**src/rtl/tdm_rx_pkg.sv**
```systemverilog
`timescale 1ns/1ps
package tdm_rx_pkg;
  // Clamp a requested setting into [lo, hi].
  function automatic int clamp_int(input int req, input int lo, input int hi);
    if (req < lo) return lo;
    if (req > hi) return hi;
    return req;
  endfunction

  // Index of the final slot of a frame for the given settings.
  function automatic int final_slot(input int req_slots, input bit long_mode,
                                    input int lo, input int hi, input int long_n);
    if (long_mode) return long_n - 1;
    return clamp_int(req_slots, lo, hi) - 1;
  endfunction
endpackage

```
**src/rtl/tdm_slot_timer.sv**
```systemverilog
`timescale 1ns/1ps
module tdm_slot_timer #(
  parameter int WORD_W     = 32,
  parameter int MAX_SLOTS  = 32,
  parameter int LONG_SLOTS = 384,
  parameter int MIN_WIDTH  = 8,
  parameter int MIN_SLOTS  = 2,
  localparam int CNT_W  = $clog2(WORD_W),
  localparam int CFG_W  = $clog2(WORD_W) + 1,
  localparam int CS_W   = $clog2(MAX_SLOTS) + 1,
  localparam int SLOT_W = $clog2(LONG_SLOTS)
) (
  input  logic              clk,
  input  logic              rst_n,
  input  logic              bit_tick,
  input  logic              fsync,
  input  logic [CS_W-1:0]   cfg_slots,
  input  logic [CFG_W-1:0]  cfg_width,
  input  logic              cfg_long,
  output logic              shift_en,
  output logic              first_bit,
  output logic              word_end,
  output logic              frame_end,
  output logic              sync_bad,
  output logic [SLOT_W-1:0] cur_slot
);
  logic [CNT_W-1:0]  bit_cnt;
  logic [SLOT_W-1:0] slot_cnt;
  logic              locked;
  logic [CNT_W-1:0]  idx_bit;
  logic [CFG_W-1:0]  eff_w;
  logic [SLOT_W-1:0] last_idx;

  always_comb begin
    eff_w    = CFG_W'(tdm_rx_pkg::clamp_int(int'(cfg_width), MIN_WIDTH, WORD_W));
    last_idx = SLOT_W'(tdm_rx_pkg::final_slot(int'(cfg_slots), cfg_long,
                                              MIN_SLOTS, MAX_SLOTS, LONG_SLOTS));
    shift_en  = bit_tick && (fsync || locked);
    idx_bit   = fsync ? '0 : bit_cnt;
    cur_slot  = fsync ? '0 : slot_cnt;
    first_bit = shift_en && (idx_bit == '0);
    word_end  = shift_en && (CFG_W'(idx_bit) >= eff_w - CFG_W'(1));
    frame_end = word_end && (cur_slot >= last_idx);
    sync_bad  = bit_tick && fsync && locked &&
                !((bit_cnt == '0) && (slot_cnt == '0));
  end

  always_ff @(posedge clk or negedge rst_n) begin
    if (!rst_n) begin
      bit_cnt  <= '0;
      slot_cnt <= '0;
      locked   <= 1'b0;
    end else if (bit_tick) begin
      if (fsync) locked <= 1'b1;
      if (shift_en) begin
        if (word_end) begin
          bit_cnt  <= '0;
          slot_cnt <= frame_end ? '0 : cur_slot + SLOT_W'(1);
        end else begin
          bit_cnt  <= idx_bit + CNT_W'(1);
          slot_cnt <= cur_slot;
        end
      end
    end
  end


  sync_restart_chk: assert property (@(posedge clk) disable iff (!rst_n)
    sync_bad |=> (bit_cnt == CNT_W'(1)) && (slot_cnt == '0));

  frame_wrap_chk: assert property (@(posedge clk) disable iff (!rst_n)
    frame_end |=> (bit_cnt == '0) && (slot_cnt == '0));

  slot_range_chk: assert property (@(posedge clk) disable iff (!rst_n)
    slot_cnt < SLOT_W'(LONG_SLOTS));

  idle_until_sync_chk: assert property (@(posedge clk) disable iff (!rst_n)
    !locked |-> (bit_cnt == '0) && (slot_cnt == '0));
endmodule

```
**src/rtl/tdm_lane_shifter.sv**
```systemverilog
`timescale 1ns/1ps
module tdm_lane_shifter #(
  parameter int WORD_W = 32
) (
  input  logic              clk,
  input  logic              rst_n,
  input  logic              shift_en,
  input  logic              first_bit,
  input  logic              sdata_bit,
  output logic [WORD_W-1:0] word_next
);
  logic [WORD_W-2:0] sh;

  always_comb begin
    if (first_bit) word_next = WORD_W'(sdata_bit);
    else           word_next = {sh, sdata_bit};
  end

  always_ff @(posedge clk or negedge rst_n) begin
    if (!rst_n)        sh <= '0;
    else if (shift_en) sh <= word_next[WORD_W-2:0];
  end


  first_needs_shift_chk: assert property (@(posedge clk) disable iff (!rst_n)
    first_bit |-> shift_en);
endmodule

```
**src/rtl/tdm_slot_output.sv**
```systemverilog
`timescale 1ns/1ps
module tdm_slot_output #(
  parameter int NUM_PINS  = 2,
  parameter int WORD_W    = 32,
  parameter int MAX_SLOTS = 32,
  parameter int SLOT_W    = 9,
  localparam int MI_W   = $clog2(MAX_SLOTS),
  localparam int DATA_W = NUM_PINS * WORD_W
) (
  input  logic                 clk,
  input  logic                 rst_n,
  input  logic                 word_end,
  input  logic                 frame_end,
  input  logic                 sync_bad,
  input  logic [SLOT_W-1:0]    cur_slot,
  input  logic [DATA_W-1:0]    lane_words,
  input  logic [MAX_SLOTS-1:0] slot_mask,
  output logic                 rx_valid,
  output logic [SLOT_W-1:0]    rx_slot,
  output logic [DATA_W-1:0]    rx_data,
  output logic                 slot_pulse,
  output logic                 last_slot_pulse,
  output logic                 sync_err
);
  logic slot_on;
  assign slot_on = slot_mask[cur_slot[MI_W-1:0]];

  always_ff @(posedge clk or negedge rst_n) begin
    if (!rst_n) begin
      rx_valid        <= 1'b0;
      rx_slot         <= '0;
      rx_data         <= '0;
      slot_pulse      <= 1'b0;
      last_slot_pulse <= 1'b0;
      sync_err        <= 1'b0;
    end else begin
      slot_pulse      <= word_end;
      last_slot_pulse <= frame_end;
      rx_valid        <= word_end && slot_on;
      sync_err        <= sync_bad;
      if (word_end) rx_slot <= cur_slot;
      if (word_end && slot_on) rx_data <= lane_words;
    end
  end


  valid_needs_slot_chk: assert property (@(posedge clk) disable iff (!rst_n)
    rx_valid |-> slot_pulse);

  last_in_slot_chk: assert property (@(posedge clk) disable iff (!rst_n)
    last_slot_pulse |-> slot_pulse);

  mask_respect_chk: assert property (@(posedge clk) disable iff (!rst_n)
    rx_valid |-> (($past(slot_mask) & (MAX_SLOTS'(1) << rx_slot[MI_W-1:0])) != '0));

  data_hold_chk: assert property (@(posedge clk) disable iff (!rst_n)
    !rx_valid |-> $stable(rx_data));

  pulse_single_chk: assert property (@(posedge clk) disable iff (!rst_n)
    slot_pulse |=> !slot_pulse);
endmodule

```
**src/rtl/tdm_slot_receiver.sv**
```systemverilog
`timescale 1ns/1ps
module tdm_slot_receiver #(
  parameter int NUM_PINS   = 2,
  parameter int WORD_W     = 32,
  parameter int MAX_SLOTS  = 32,
  parameter int LONG_SLOTS = 384,
  parameter int MIN_WIDTH  = 8,
  parameter int MIN_SLOTS  = 2,
  localparam int CFG_W  = $clog2(WORD_W) + 1,
  localparam int CS_W   = $clog2(MAX_SLOTS) + 1,
  localparam int SLOT_W = $clog2(LONG_SLOTS),
  localparam int DATA_W = NUM_PINS * WORD_W
) (
  input  logic                 clk,
  input  logic                 rst_n,
  input  logic                 bit_tick,
  input  logic                 fsync,
  input  logic [NUM_PINS-1:0]  sdata,
  input  logic [CS_W-1:0]      cfg_slots,
  input  logic [CFG_W-1:0]     cfg_width,
  input  logic                 cfg_long,
  input  logic [MAX_SLOTS-1:0] slot_mask,
  output logic                 rx_valid,
  output logic [SLOT_W-1:0]    rx_slot,
  output logic [DATA_W-1:0]    rx_data,
  output logic                 slot_pulse,
  output logic                 last_slot_pulse,
  output logic                 sync_err
);
  // Internal events, named for the assertions.
  logic              ev_shift;
  logic              ev_first;
  logic              ev_word_end;
  logic              ev_frame_end;
  logic              ev_sync_bad;
  logic [SLOT_W-1:0] ev_slot;
  logic [DATA_W-1:0] lane_words;

  tdm_slot_timer #(
    .WORD_W(WORD_W), .MAX_SLOTS(MAX_SLOTS), .LONG_SLOTS(LONG_SLOTS),
    .MIN_WIDTH(MIN_WIDTH), .MIN_SLOTS(MIN_SLOTS)
  ) u_timer (
    .clk(clk), .rst_n(rst_n), .bit_tick(bit_tick), .fsync(fsync),
    .cfg_slots(cfg_slots), .cfg_width(cfg_width), .cfg_long(cfg_long),
    .shift_en(ev_shift), .first_bit(ev_first), .word_end(ev_word_end),
    .frame_end(ev_frame_end), .sync_bad(ev_sync_bad), .cur_slot(ev_slot)
  );

  for (genvar p = 0; p < NUM_PINS; p++) begin : g_lane
    tdm_lane_shifter #(.WORD_W(WORD_W)) u_lane (
      .clk(clk), .rst_n(rst_n), .shift_en(ev_shift), .first_bit(ev_first),
      .sdata_bit(sdata[p]), .word_next(lane_words[p*WORD_W +: WORD_W])
    );
  end

  tdm_slot_output #(
    .NUM_PINS(NUM_PINS), .WORD_W(WORD_W), .MAX_SLOTS(MAX_SLOTS), .SLOT_W(SLOT_W)
  ) u_out (
    .clk(clk), .rst_n(rst_n), .word_end(ev_word_end), .frame_end(ev_frame_end),
    .sync_bad(ev_sync_bad), .cur_slot(ev_slot), .lane_words(lane_words),
    .slot_mask(slot_mask), .rx_valid(rx_valid), .rx_slot(rx_slot),
    .rx_data(rx_data), .slot_pulse(slot_pulse),
    .last_slot_pulse(last_slot_pulse), .sync_err(sync_err)
  );


  frame_end_in_word_chk: assert property (@(posedge clk) disable iff (!rst_n)
    ev_frame_end |-> ev_word_end);

  sync_err_follows_chk: assert property (@(posedge clk) disable iff (!rst_n)
    ev_sync_bad |=> sync_err);
endmodule

```
**config.mk**
```make
export PLATFORM = sky130hd
export DESIGN_NAME = tdm_slot_receiver
export DESIGN_NICKNAME = d
export VERILOG_FILES = /design/src/rtl/tdm_rx_pkg.sv /design/src/rtl/tdm_slot_timer.sv /design/src/rtl/tdm_lane_shifter.sv /design/src/rtl/tdm_slot_output.sv /design/src/rtl/tdm_slot_receiver.sv
export SDC_FILE = /design/constraint.sdc
export NUM_CORES = 1
export LEC_CHECK = 0
export BUFFER_PORTS_ARGS = -buffer_cell sky130_fd_sc_hd__buf_4
export CAP_MARGIN = 5
export CELL_PAD_IN_SITES_DETAIL_PLACEMENT = 1
export CELL_PAD_IN_SITES_GLOBAL_PLACEMENT = 2
export CORE_ASPECT_RATIO = 1.4
export CORE_MARGIN = 8
export CORE_UTILIZATION = 33
export CTS_CLUSTER_DIAMETER = 100
export DETAILED_ROUTE_END_ITERATION = 10
export GPL_ROUTABILITY_DRIVEN = 0
export PLACE_DENSITY_LB_ADDON = 0.25
export SLEW_MARGIN = 20
export SYNTH_ARGS = -nofsm -noshare
export SYNTH_HDL_FRONTEND = slang
export SYNTH_SLANG_ARGS = --single-unit
```
**constraint.sdc**
```tcl
create_clock -name clk -period 2.6 [get_ports clk]
set_input_delay 0.52 -clock clk [delete_from_list [all_inputs] [get_ports clk]]
set_output_delay 0.52 -clock clk [all_outputs]
set_load 0.01 [all_outputs]
```
==> impl_metrics.prom <==
# TYPE chip_impl_metric gauge
chip_impl_metric{name="chipHeight",unit="µm"} 193
chip_impl_metric{name="max_slew.worst_pin.slew",unit="ns"} 0.610
chip_impl_info{name="layout_commonest_cell",value="buf_4"} 1
chip_impl_metric{name="fmax",unit="GHz"} 0.389
chip_impl_metric{name="post-route-period-util",unit=""} 0.988
chip_impl_metric{name="fin_nets",unit=""} 918
chip_impl_metric{name="route.detailed.drc",unit=""} 0
chip_impl_metric{name="netSwitchingFraction",unit=""} 0.286
chip_impl_metric{name="worst_ir_drop_vdd",unit="mV"} 0.515
chip_impl_metric{name="postSynthRegisterBits",unit=""} 154
chip_impl_metric{name="grt_remaining_overflow",unit=""} 0
chip_impl_metric{name="fraction_of_post_synthesis_cell_area_in_the_top_cell_type_by_area",unit=""} 0.519
chip_impl_metric{name="clock_tree.buffer_depth",unit=""} 2
chip_impl_metric{name="path_clk_slew",unit="ns"} 0.06
chip_impl_metric{name="wl_per_cell",unit="µm"} 17.4
chip_impl_metric{name="worst-path-max-fanout",unit=""} 10
chip_impl_metric{name="post-route-cell-area",unit="µm²"} 9970
chip_impl_info{name="crit_start_category",value="primary input"} 1
chip_impl_info{name="worst-setup-path-type",value="in2reg"} 1
chip_impl_metric{name="nFillCells",unit=""} 2470
chip_impl_info{name="timing.critical_path.to_type",value="flip-flop"} 1
chip_impl_info{name="clock-root-buffer",value="clkbuf_16"} 1
chip_impl_info{name="status",value="completed"} 1
chip_impl_metric{name="detailed_place_hpwl",unit="µm"} 14400
chip_impl_metric{name="finClkSkew",unit="ns"} 0.00972
chip_impl_metric{name="seq_area_frac_synth",unit=""} 0.519
chip_impl_metric{name="core_area",unit="µm²"} 22300
chip_impl_info{name="critical_path.reg2reg.endpoint",value="u_out.rx_data[54]"} 1
chip_impl_info{name="worstHoldPathType",value="in2async"} 1
chip_impl_metric{name="route.antenna.remaining_nets",unit=""} 0
chip_impl_metric{name="drt_iter0_drc",unit=""} 232
chip_impl_metric{name="postSynth.asyncResetShare",unit=""} 1.00
chip_impl_metric{name="post_synth_inst_count",unit=""} 670
chip_impl_metric{name="finalWorstPathRequiredPeriod",unit="ns"} 2.57
chip_impl_metric{name="core.rowCount",unit=""} 65
chip_impl_info{name="tritoncts",value="done"} 1
chip_impl_info{name="netlist.top_cell.by_area",value="dfrtp_1"} 1
chip_impl_metric{name="mean_cell_area_of_the_mapped_netlist",unit="µm²"} 11.1
chip_impl_metric{name="num_antenna_cells",unit=""} 0
chip_impl_metric{name="initial_core_util",unit=""} 0.333
chip_impl_metric{name="seq_power_share",unit=""} 0.415
chip_impl_metric{name="gr-usage-all-layers",unit=""} 0.153
chip_impl_metric{name="power.leakage",unit="nW"} 4.82
chip_impl_metric{name="final_core_utilization",unit=""} 0.448
chip_impl_info{name="critical_path.cell_chain",value="buf_4, or3_1, a2111oi_1, buf_4, ha_1, and4_1, o21ai_1, o221ai_2, a21oi_2, buf_6, a222oi_1, nand2_1"} 1
chip_impl_metric{name="clkPwrFrac",unit=""} 0.357
chip_impl_info{name="worst_r2r_startpoint",value="u_timer.slot_cnt[0]"} 1
chip_impl_metric{name="internal_power",unit="mW"} 5.12
chip_impl_metric{name="count_of_endpoints_failing_setup_in_the_final_report",unit=""} 0
chip_impl_metric{name="cts.hold.buffers_added",unit=""} 0
chip_impl_metric{name="io_buffer_count",unit=""} 127
chip_impl_info{name="worst_path_dominant_cell_family",value="compound AO/OA/AOI/OAI gates"} 1
chip_impl_metric{name="initial_antenna_violation_count",unit=""} 0
chip_impl_metric{name="worst_skew_pair.late_latency",unit="ns"} 0.43
chip_impl_metric{name="switching_power",unit="mW"} 2.05
chip_impl_metric{name="synth_area",unit="µm²"} 7420
chip_impl_metric{name="h_tree_level_count",unit=""} 4
chip_impl_metric{name="reg2regPathDepth",unit=""} 8
chip_impl_metric{name="yosys.cell_types.count",unit=""} 56
chip_impl_metric{name="synth_nets",unit=""} 740
chip_impl_metric{name="timing.critical_path.arrival",unit="ns"} 2.87
chip_impl_info{name="post_synth_main_area_contributors",value="dfrtp_1 52%, mux2_2 8.8%, mux2i_1 4.9%"} 1
chip_impl_metric{name="fin_setup_tns",unit="ns"} 0
chip_impl_info{name="mostFrequentLayoutCells",value="182 x buf_4, 153 x dfrtp_1, 92 x nand2_1"} 1
chip_impl_metric{name="synth_edf_count",unit=""} 0
chip_impl_metric{name="vias_per_cell",unit=""} 4.81
chip_impl_metric{name="first_pass_grt_wire_length",unit="µm"} 33400
chip_impl_metric{name="drive_gt1_frac",unit=""} 0.391
chip_impl_metric{name="area_delta_synth_final",unit="%"} 34.4
chip_impl_info{name="unrepaired_setup_endpoints_after_global_routing",value="true"} 1
chip_impl_metric{name="timing.slew.headroom",unit=""} 0.594
chip_impl_info{name="ys.flop_type",value="dfrtp_1"} 1
chip_impl_metric{name="synth_warnings",unit=""} 0
chip_impl_info{name="critPathSlowestCell",value="a2111oi_1"} 1
chip_impl_metric{name="power_density",unit="nW/µm²"} 719
chip_impl_metric{name="grt_start_max_net_pins",unit=""} 62
chip_impl_metric{name="number_of_global_route_vias_before_repair",unit=""} 6460
chip_impl_metric{name="combinational_share_of_power",unit=""} 0.228
chip_impl_metric{name="routed_wirelength",unit="µm"} 20100
chip_impl_metric{name="ff2ff_setup_slack",unit="ns"} 0.13
chip_impl_metric{name="die-area",unit="µm²"} 27600
chip_impl_metric{name="hold_violations",unit=""} 0
chip_impl_metric{name="worstPathRequired",unit="ns"} 2.90
chip_impl_metric{name="drtPass1Iterations",unit=""} 4
chip_impl_metric{name="detailed_place.area",unit="µm²"} 9160
chip_impl_metric{name="routed-via-count",unit=""} 5587
chip_impl_info{name="worst_path_most_repeated_cell",value="buf_4"} 1
chip_impl_metric{name="timing.max_cap.violations",unit=""} 0
chip_impl_metric{name="crit_path_max_incr_delay",unit="ns"} 0.51
chip_impl_metric{name="clkSinkCount",unit=""} 154
chip_impl_metric{name="fp.dieW",unit="µm"} 143
chip_impl_metric{name="drv_slew",unit=""} 0
chip_impl_metric{name="cts_buf_count",unit=""} 17
chip_impl_metric{name="top_level_ports",unit=""} 128
chip_impl_metric{name="cp_num_buf_inv",unit=""} 3
[registers in the layout, summed over array words and instances, names as in the netlist]
| register | cells |
|---|---|
| u_timer.bit_cnt | 5 |
| u_out.rx_valid | 1 |
| u_timer.slot_cnt | 9 |
| u_timer.locked | 1 |
| u_out.slot_pulse | 1 |
| u_out.rx_slot | 9 |
| u_out.last_slot_pulse | 1 |
| u_out.rx_data | 64 |
| u_out.sync_err | 1 |
| g_lane.u_lane.sh | 62 |
[synth_stat cells (4+ instances only)]
cell,count
a211oi_1,5
ha_1,19
inv_1,41
buf_6,5
a31oi_1,6
nor2b_1,11
mux2_2,58
buf_1,4
o21ai_0,40
buf_2,6
nor2_1,18
mux2_4,19
o21a_1,5
nand2b_1,5
mux2i_1,36
nand2_1,95
nand3_1,10
nand3b_1,4
a21oi_1,11
clkbuf_1,20
dfrtp_1,154
and2_1,33
nor3_1,10
[metal layers]
metal,up-vias,GRT usage,share of wire
met1,2798,0.171,0.41
met2,109,0.269,0.53
met4,0,0.0506,0.015
met5,-,0,0
met3,19,0.0451,0.051
li1,2661,-,-
[power groups by stage]
stage          combinational, mW  clock (mW)  sequential, mW
6_report                    1.63        2.56            2.98
5_1_grt                     1.82        2.72            3.03
4_1_cts                     1.66        2.63            2.98
3_5_place_dp                1.64           0            3.02
3_3_place_gp                1.60           0            3.00
2_1_floorplan              0.680           0            3.08
[cells by family (layout without fill, tap and decap cells)]
logic type	Yosys count	in the layout	share of synthesized area
AND/OR/NAND/NOR	202	202	0.132
flip-flops	154	154	0.519
multiplexers	115	115	0.181
AO/OA/AOI/OAI	97	97	0.0840
buffers and inverters	79	269	0.0475
adder cells (fa/ha/maj)	19	19	0.0320
XOR/XNOR	3	3	0.00354
other	1	1	0.000505
[worst max-delay path by stage]
| stage | cells past startpoint | slack, ns | from | endpoint |
|---|---|---|---|---|
| floorplan | 14 | -0.21 | fsync | u_out.rx_data[44] |
| global placement | 12 | -0.43 | cfg_slots[0] | u_timer.slot_cnt[7] |
| detailed placement | 12 | -0.49 | cfg_slots[0] | u_timer.slot_cnt[7] |
| CTS | 9 | 0.003 | u_timer.slot_cnt[0] | u_out.rx_data[6] |
| global route | 16 | -0.06 | cfg_slots[2] | u_timer.slot_cnt[8] |
| finish | 12 | 0.03 | cfg_slots[0] | u_timer.slot_cnt[2] |
[cell type report]
| type | count | area (µm²) | area share |
|---|---|---|---|
| timing repair buffer | 197 | 1640 | 0.164 |
| sequential | 154 | 3850 | 0.386 |
| multi-input combinational | 437 | 3350 | 0.336 |
| clock inverter | 11 | 145 | 0.0146 |
| clock buffer | 20 | 457 | 0.0458 |
| inverter | 41 | 154 | 0.0154 |
| tap | 301 | 377 | 0.0378 |
[through the flow]
step	setup WS, ns	instances	hold WS [ns]	power [mW]
floorplan	-0.211	670	0.224	3.76
global placement	-0.425	1121	0.460	4.60
detailed placement	-0.489	1121	0.468	4.67
CTS	0.00292	1153	0.0794	7.27
global route	-0.0649	1161	0.0994	7.57
finish	0.0313	1161	0.0662	7.17
[worst register-to-register path: cells and delay by family (launching register included)]
| kind | cells | cell delay (ns) |
|---|---|---|
| AOI/OAI and AO/OA | 2 | 0.61 |
| buffers and inverters | 3 | 0.53 |
| and+or+nand+nor | 1 | 0.10 |
| muxes | 2 | 0.65 |
| DFF | 1 | 0.47 |
[repair_timing]
action                                  in CTS  in global routing
hold endpoints to repair                     0                  0
buffers inserted                             1                  5
endpoints found under the setup margin      64                 68
cloned                                       0                  3
resized for setup                            3                 20
pin swaps                                    0                 10
Power figures use the tool's default switching activity.
